===== src/rtl/lockbank_pkg.sv =====
package lockbank_pkg;
  localparam int ADDR_PROT_A = 0;
  localparam int ADDR_PROT_B = 1;
  localparam int ADDR_HOLD   = 2;
  localparam int ADDR_EXT    = 4;
  localparam int ADDR_ENV    = 8;

  localparam int NUM_WIN    = 4;
  localparam int RW         = $clog2(NUM_WIN);
  localparam int WIN_BOOT_A = 0;
  localparam int WIN_OTP    = 1;
  localparam int WIN_BOOT_B = 2;
  localparam int WIN_EXT    = 3;

  typedef enum logic [2:0] {
    SEL_NONE,
    SEL_PROT_A,
    SEL_PROT_B,
    SEL_HOLD,
    SEL_EXT,
    SEL_ENV
  } rdSel_e;

  typedef struct packed {
    logic setProtA;
    logic setProtB;
    logic wrHold;
    logic wrExt;
    logic wrEnv;
  } wrStrobe_t;
endpackage


===== src/rtl/lockbank_ctrl.sv =====
module lockbank_ctrl
  import lockbank_pkg::*;
#(
  parameter int AW = 4
) (
  input  logic          busValid,
  input  logic          busWrite,
  input  logic [AW-1:0] busAddr,
  output wrStrobe_t     strb,
  output rdSel_e        rdSel
);
  rdSel_e addrSel;

  always_comb begin
    case (busAddr)
      AW'(ADDR_PROT_A): addrSel = SEL_PROT_A;
      AW'(ADDR_PROT_B): addrSel = SEL_PROT_B;
      AW'(ADDR_HOLD):   addrSel = SEL_HOLD;
      AW'(ADDR_EXT):    addrSel = SEL_EXT;
      AW'(ADDR_ENV):    addrSel = SEL_ENV;
      default:          addrSel = SEL_NONE;
    endcase
  end

  always_comb begin
    strb  = '0;
    rdSel = SEL_NONE;
    if (busValid && busWrite) begin
      strb.setProtA = (addrSel == SEL_PROT_A);
      strb.setProtB = (addrSel == SEL_PROT_B);
      strb.wrHold   = (addrSel == SEL_HOLD);
      strb.wrExt    = (addrSel == SEL_EXT);
      strb.wrEnv    = (addrSel == SEL_ENV);
    end else if (busValid) begin
      rdSel = addrSel;
    end
  end
endmodule


===== src/rtl/lockbank_dp.sv =====
module lockbank_dp
  import lockbank_pkg::*;
#(
  parameter int DW        = 8,
  parameter int WIN_WORDS = 4,
  localparam int IW       = $clog2(WIN_WORDS)
) (
  input  logic          clk,
  input  logic          hardRstN,
  input  logic          softRstN,
  input  wrStrobe_t     strb,
  input  rdSel_e        rdSel,
  input  logic [DW-1:0] busWdata,
  output logic [DW-1:0] busRdata,
  input  logic          memWrite,
  input  logic [RW-1:0] memRegion,
  input  logic [IW-1:0] memIndex,
  input  logic [DW-1:0] memWdata,
  output logic [DW-1:0] memRdata,
  output logic          bootRomAOff,
  output logic          mainRamOn,
  output logic          otpOff,
  output logic          bootRomBOff,
  output logic          secCpuHold,
  output logic          extShown
);
  logic [1:0]    protA;
  logic          protB;
  logic          holdBit;
  logic          extEn;
  logic [DW-1:0] bootEnv;

  // one-way lock state, cleared only by the hard reset
  always_ff @(posedge clk or negedge hardRstN) begin
    if (!hardRstN) begin
      protA   <= '0;
      protB   <= 1'b0;
      holdBit <= 1'b1;
      bootEnv <= '0;
    end else begin
      if (strb.setProtA) protA   <= protA | busWdata[1:0];
      if (strb.setProtB) protB   <= protB | busWdata[0];
      if (strb.wrHold)   holdBit <= holdBit & busWdata[0];
      if (strb.wrEnv)    bootEnv <= busWdata;
    end
  end

  // extended region visibility: two-way, soft reset hides it
  always_ff @(posedge clk or negedge hardRstN) begin
    if (!hardRstN)       extEn <= 1'b0;
    else if (!softRstN)  extEn <= 1'b0;
    else if (strb.wrExt) extEn <= busWdata[0];
  end

  always_comb begin
    case (rdSel)
      SEL_PROT_A: busRdata = DW'(protA);
      SEL_PROT_B: busRdata = DW'(protB);
      SEL_HOLD:   busRdata = DW'(holdBit);
      SEL_EXT:    busRdata = DW'(extEn);
      SEL_ENV:    busRdata = bootEnv;
      default:    busRdata = '0;
    endcase
  end

  logic [NUM_WIN-1:0] winVisible;
  logic [DW-1:0]      winRd [NUM_WIN];

  assign winVisible[WIN_BOOT_A] = ~protA[0];
  assign winVisible[WIN_OTP]    = ~protA[1];
  assign winVisible[WIN_BOOT_B] = ~protB;
  assign winVisible[WIN_EXT]    = extEn;

  for (genvar r = 0; r < NUM_WIN; r++) begin : g_win
    logic [DW-1:0] store [WIN_WORDS];
    always_ff @(posedge clk) begin
      if (memWrite && (memRegion == RW'(r)) && winVisible[r])
        store[memIndex] <= memWdata;
    end
    assign winRd[r] = store[memIndex];
  end

  assign memRdata = winVisible[memRegion] ? winRd[memRegion] : '0;

  assign bootRomAOff = protA[0];
  assign mainRamOn   = protA[0];
  assign otpOff      = protA[1];
  assign bootRomBOff = protB;
  assign secCpuHold  = holdBit;
  assign extShown    = extEn;
endmodule


===== src/rtl/lockbank.sv =====
module lockbank
  import lockbank_pkg::*;
#(
  parameter int DW        = 8,
  parameter int AW        = 4,
  parameter int WIN_WORDS = 4
) (
  input  logic                         clk,
  input  logic                         hardRstN,
  input  logic                         softRstN,
  input  logic                         busValid,
  input  logic                         busWrite,
  input  logic [AW-1:0]                busAddr,
  input  logic [DW-1:0]                busWdata,
  output logic [DW-1:0]                busRdata,
  input  logic                         memWrite,
  input  logic [RW-1:0]                memRegion,
  input  logic [$clog2(WIN_WORDS)-1:0] memIndex,
  input  logic [DW-1:0]                memWdata,
  output logic [DW-1:0]                memRdata,
  output logic                         bootRomAOff,
  output logic                         mainRamOn,
  output logic                         otpOff,
  output logic                         bootRomBOff,
  output logic                         secCpuHold,
  output logic                         extShown
);
  wrStrobe_t strb;
  rdSel_e    rdSel;

  lockbank_ctrl #(.AW(AW)) i_ctrl (
    .busValid (busValid),
    .busWrite (busWrite),
    .busAddr  (busAddr),
    .strb     (strb),
    .rdSel    (rdSel)
  );

  lockbank_dp #(.DW(DW), .WIN_WORDS(WIN_WORDS)) i_dp (
    .clk         (clk),
    .hardRstN    (hardRstN),
    .softRstN    (softRstN),
    .strb        (strb),
    .rdSel       (rdSel),
    .busWdata    (busWdata),
    .busRdata    (busRdata),
    .memWrite    (memWrite),
    .memRegion   (memRegion),
    .memIndex    (memIndex),
    .memWdata    (memWdata),
    .memRdata    (memRdata),
    .bootRomAOff (bootRomAOff),
    .mainRamOn   (mainRamOn),
    .otpOff      (otpOff),
    .bootRomBOff (bootRomBOff),
    .secCpuHold  (secCpuHold),
    .extShown    (extShown)
  );
endmodule


===== config.mk =====
export PLATFORM = sky130hd
export DESIGN_NAME = lockbank
export DESIGN_NICKNAME = d
export VERILOG_FILES = /design/src/rtl/lockbank_pkg.sv /design/src/rtl/lockbank_ctrl.sv /design/src/rtl/lockbank_dp.sv /design/src/rtl/lockbank.sv
export SDC_FILE = /design/constraint.sdc
export NUM_CORES = 1
export LEC_CHECK = 0
export BUFFER_PORTS_ARGS = -buffer_cell sky130_fd_sc_hd__buf_2
export CAP_MARGIN = 25
export CORE_ASPECT_RATIO = 0.6
export CORE_MARGIN = 3
export CORE_UTILIZATION = 55
export DETAILED_ROUTE_END_ITERATION = 6
export GPL_TIMING_DRIVEN = 0
export PLACE_DENSITY_LB_ADDON = 0.2
export RECOVER_POWER = 50
export SLEW_MARGIN = 20
export SYNTH_ARGS = -nofsm -noshare
export SYNTH_HDL_FRONTEND = slang
export SYNTH_HIERARCHICAL = 1
export SYNTH_SLANG_ARGS = --single-unit

===== constraint.sdc =====
create_clock -name clk -period 3.1 [get_ports clk]
set_clock_uncertainty 0.15 [all_clocks]
set_input_delay 0.775 -clock clk [delete_from_list [all_inputs] [get_ports clk]]
set_output_delay 0.775 -clock clk [all_outputs]
set_load 0.02 [all_outputs]

==> results.py <==
metrics = {
    "outcome": {
        "status": "completed",
    },
    "logic_synthesis": {
        "synth_common_cells": "edfxtp_1 (128), mux4_2 (29), nor2_1 (15)",
        "synth_ff_type": "edfxtp_1",
        "synthCells": 284,
        "seq_area_frac_synth": 0.733,
        "yosys-top-cells-area": "edfxtp_1 (68%), mux4_2 (11%), dfrtp_1 (5.3%)",
        "synth_largest_area_cell": "edfxtp_1",
        "synth_nets": 314,
        "ys_ff_latch": 141,
        "synth_top_area_frac": 0.676,
        "yosysMostFrequentCell": "edfxtp_1",
        "yosys_warnings": 6,
        "ys_types": 36,
        "syn_avg_cell_area_um2": 20.0,
        "synthArstFlopShare": 0.0922,
        "synth_edf_count": 128,
        "synth.cell_area_um2": 5690,
    },
    "drt": {
        "drt_pass1_iterations": 5,
        "drt_iter0_drc": 393,
        "drc": 0,
        "met2_wirelength_um": 5400,
        "wl_um": 11900,
        "postRouteAntennaNets": 0,
        "wire_per_inst_um": 23.5,
        "met3RoutedLength_um": 1180,
        "drt-met1-wl_um": 5200,
        "num_vias": 3077,
        "dr.max_layer_used": "met5",
        "vias_per_cell": 6.07,
    },
    "sta": {
        "slew_violations": 0,
        "worst_slew_pin_slew_ns": 1.02,
        "maxSlewHeadroom": 0.315,
        "fin_crit_sh": 0.990,
        "hold_viol_final": 0,
        "post-route-min-period_ns": 3.07,
        "fmax_mhz": 326,
        "setup_viol": 0,
        "timing.hold.ws_ns": 0.251,
        "rsz0062_at_grt": "true",
    },
    "placed_design": {
        "gp_congestion": 0.752,
        "dpl-instance-area_um2": 6130,
        "dp_hpwl_um": 7860,
        "io_buffers": 47,
    },
    "floorplan": {
        "die_w_um": 137,
        "rows": 28,
        "dieArea_um2": 11600,
        "initial_core_util": 0.572,
        "io_pins": 52,
        "die_h_um": 84.8,
        "coreArea_um2": 9950,
    },
    "job": {
        "cap_viol_max_count": 0,
    },
    "global_routing": {
        "grt_max_degree": 17,
        "grt_pass1_wl_um": 18000,
        "grt_pass1_vias": 3050,
        "track_usage": 0.223,
        "grt_antenna_before_repair": 1,
        "overflow": 0,
    },
    "power_and_ir_drop": {
        "p_seq_frac": 0.476,
        "leakagePower_nw": 2.42,
        "combPwrFrac": 0.071,
        "power_density_nw_per_um2": 654,
        "clkPwrFrac": 0.453,
        "p_sw_mw": 0.920,
        "p_int_mw": 3.62,
        "switching_share": 0.203,
        "ir_drop_v": 0.000544,
    },
    "cells_and_area": {
        "diodes": 0,
        "final_area_um2": 6940,
        "nets": 389,
        "syn_to_final_growth_pct": 22.1,
        "drive_gt1_frac": 0.401,
    },
    "clock_tree": {
        "cts.path.max_buffers": 2,
        "cts.sinks": 141,
        "cts_root_buffer": "clkbuf_16",
        "h-tree-depth": 4,
        "clk_pin_slew_ns": 0.05,
        "numCtsBuffers": 17,
        "clock_latency_ns": 0.41,
        "cts_tree": "done",
    },
    "setup_path": {
        "critPathLaunchType": "primary input",
        "arrival_ns": 2.14,
        "critPathKind": "in2out",
        "crit_path_end_kind": "output pin",
        "rrSetupSlack_ns": 0.78,
        "cp.required_ns": 2.17,
        "rr_worst_depth": 2,
        "r2r_end": "i_dp/g_win[0].store[1][2]",
        "crit_fanout": 10,
        "r2r_start": "i_dp/protA[0]",
    },
    "min_path": {
        "hold_class": "in2async",
    },
}
[kinds of logic (layout without fill, tap and decap cells)]
group | after synthesis | count (layout) | synth area share
flops | 141 | 141 | 0.733
mux | 52 | 52 | 0.166
simple gates | 49 | 49 | 0.0495
compound gates | 26 | 26 | 0.0317
buf+inv | 15 | 103 | 0.0183
xor+xnor | 1 | 1 | 0.00154
[per-layer routing]
| metal | vias to the layer above | GRT usage |
|---|---|---|
| met4 | 2 | 0.0697 |
| met3 | 14 | 0.0760 |
| met5 | - | 0 |
| met2 | 155 | 0.305 |
| li1 | 1331 | - |
| met1 | 1575 | 0.343 |
[cell type report]
type,instances,area [um^2]
Buffer,14,111
Multi-Input combinational cell,128,1550
Tap cell,135,169
Fill cell,632,3010
Clock inverter,6,108
Inverter,1,3.75
Sequential cell,141,4170
Clock buffer,26,499
Timing Repair Buffer,56,333
[power groups by stage]
stage | clock, mW | sequential (mW) | combinational, mW
floorplan | 0 | 2.20 | 0.176
global placement | 0 | 2.19 | 0.287
detailed placement | 0 | 2.20 | 0.296
CTS | 2.09 | 2.16 | 0.311
global route | 2.17 | 2.17 | 0.345
finish | 2.05 | 2.16 | 0.322
[sequential cells by signal, indices dropped and copies added, names as in the netlist]
register,count
i_dp/bootEnv,8
i_dp/bootRomBOff,1
i_dp/extShown,1
i_dp/g_win.store,128
i_dp/protA,2
i_dp/secCpuHold,1
[worst max-delay path by stage]
| stage | start | endpoint | slack [ns] | cells after the start |
|---|---|---|---|---|
| after floorplan | busWrite | busRdata[0] | 0.16 | 5 |
| after detailed placement | busWrite | busRdata[2] | -0.30 | 6 |
| after global placement | memRegion[1] | memRdata[0] | -0.31 | 6 |
| final | memIndex[0] | memRdata[0] | 0.03 | 6 |
| after global routing | memRegion[0] | memRdata[6] | -0.02 | 5 |
| after CTS | busWrite | busRdata[2] | 0.0003 | 6 |
[through the flow]
stage                     cells  total power [mW]  TNS, ns  worst slack [ns]  utilization
final                       507              4.54        0            0.0321        0.698
after global routing        507              4.68  -0.0418           -0.0219        0.698
after CTS                   504              4.56        0          0.000341        0.688
after detailed placement    467              2.49    -3.40            -0.304        0.616
after global placement      466              2.48    -3.57            -0.313        0.613
after floorplan             284              2.37        0             0.165            -
[what timing repair did]
item	CTS	global route
pin swaps	2	4
endpoints found under the setup margin	16	14
hold buffers	0	0
resized for setup	12	29
hold endpoints to repair	0	0
setup buffers	5	3
[worst max-delay path, stage by stage]
cell and delay, ns:
buf_6 0.11, buf_12 0.16, mux4_2 0.55, a22oi_2 0.24, o21ai_2 0.11, buf_2 0.19
[cell usage in the layout, fill, tap and decap left out, types with 5 or more instances in the layout]
cell type  instances
edfxtp_1         128
buf_2             33
mux4_2            29
clkbuf_16         17
buf_4             17
clkbuf_1          15
nor2_1            15
dfrtp_1           12
mux2i_1           11
mux2_2             8
buf_6              7
a22oi_1            6
o21ai_1            6
and2_4             5
Note: power is estimated with default switching activity, not from simulation.
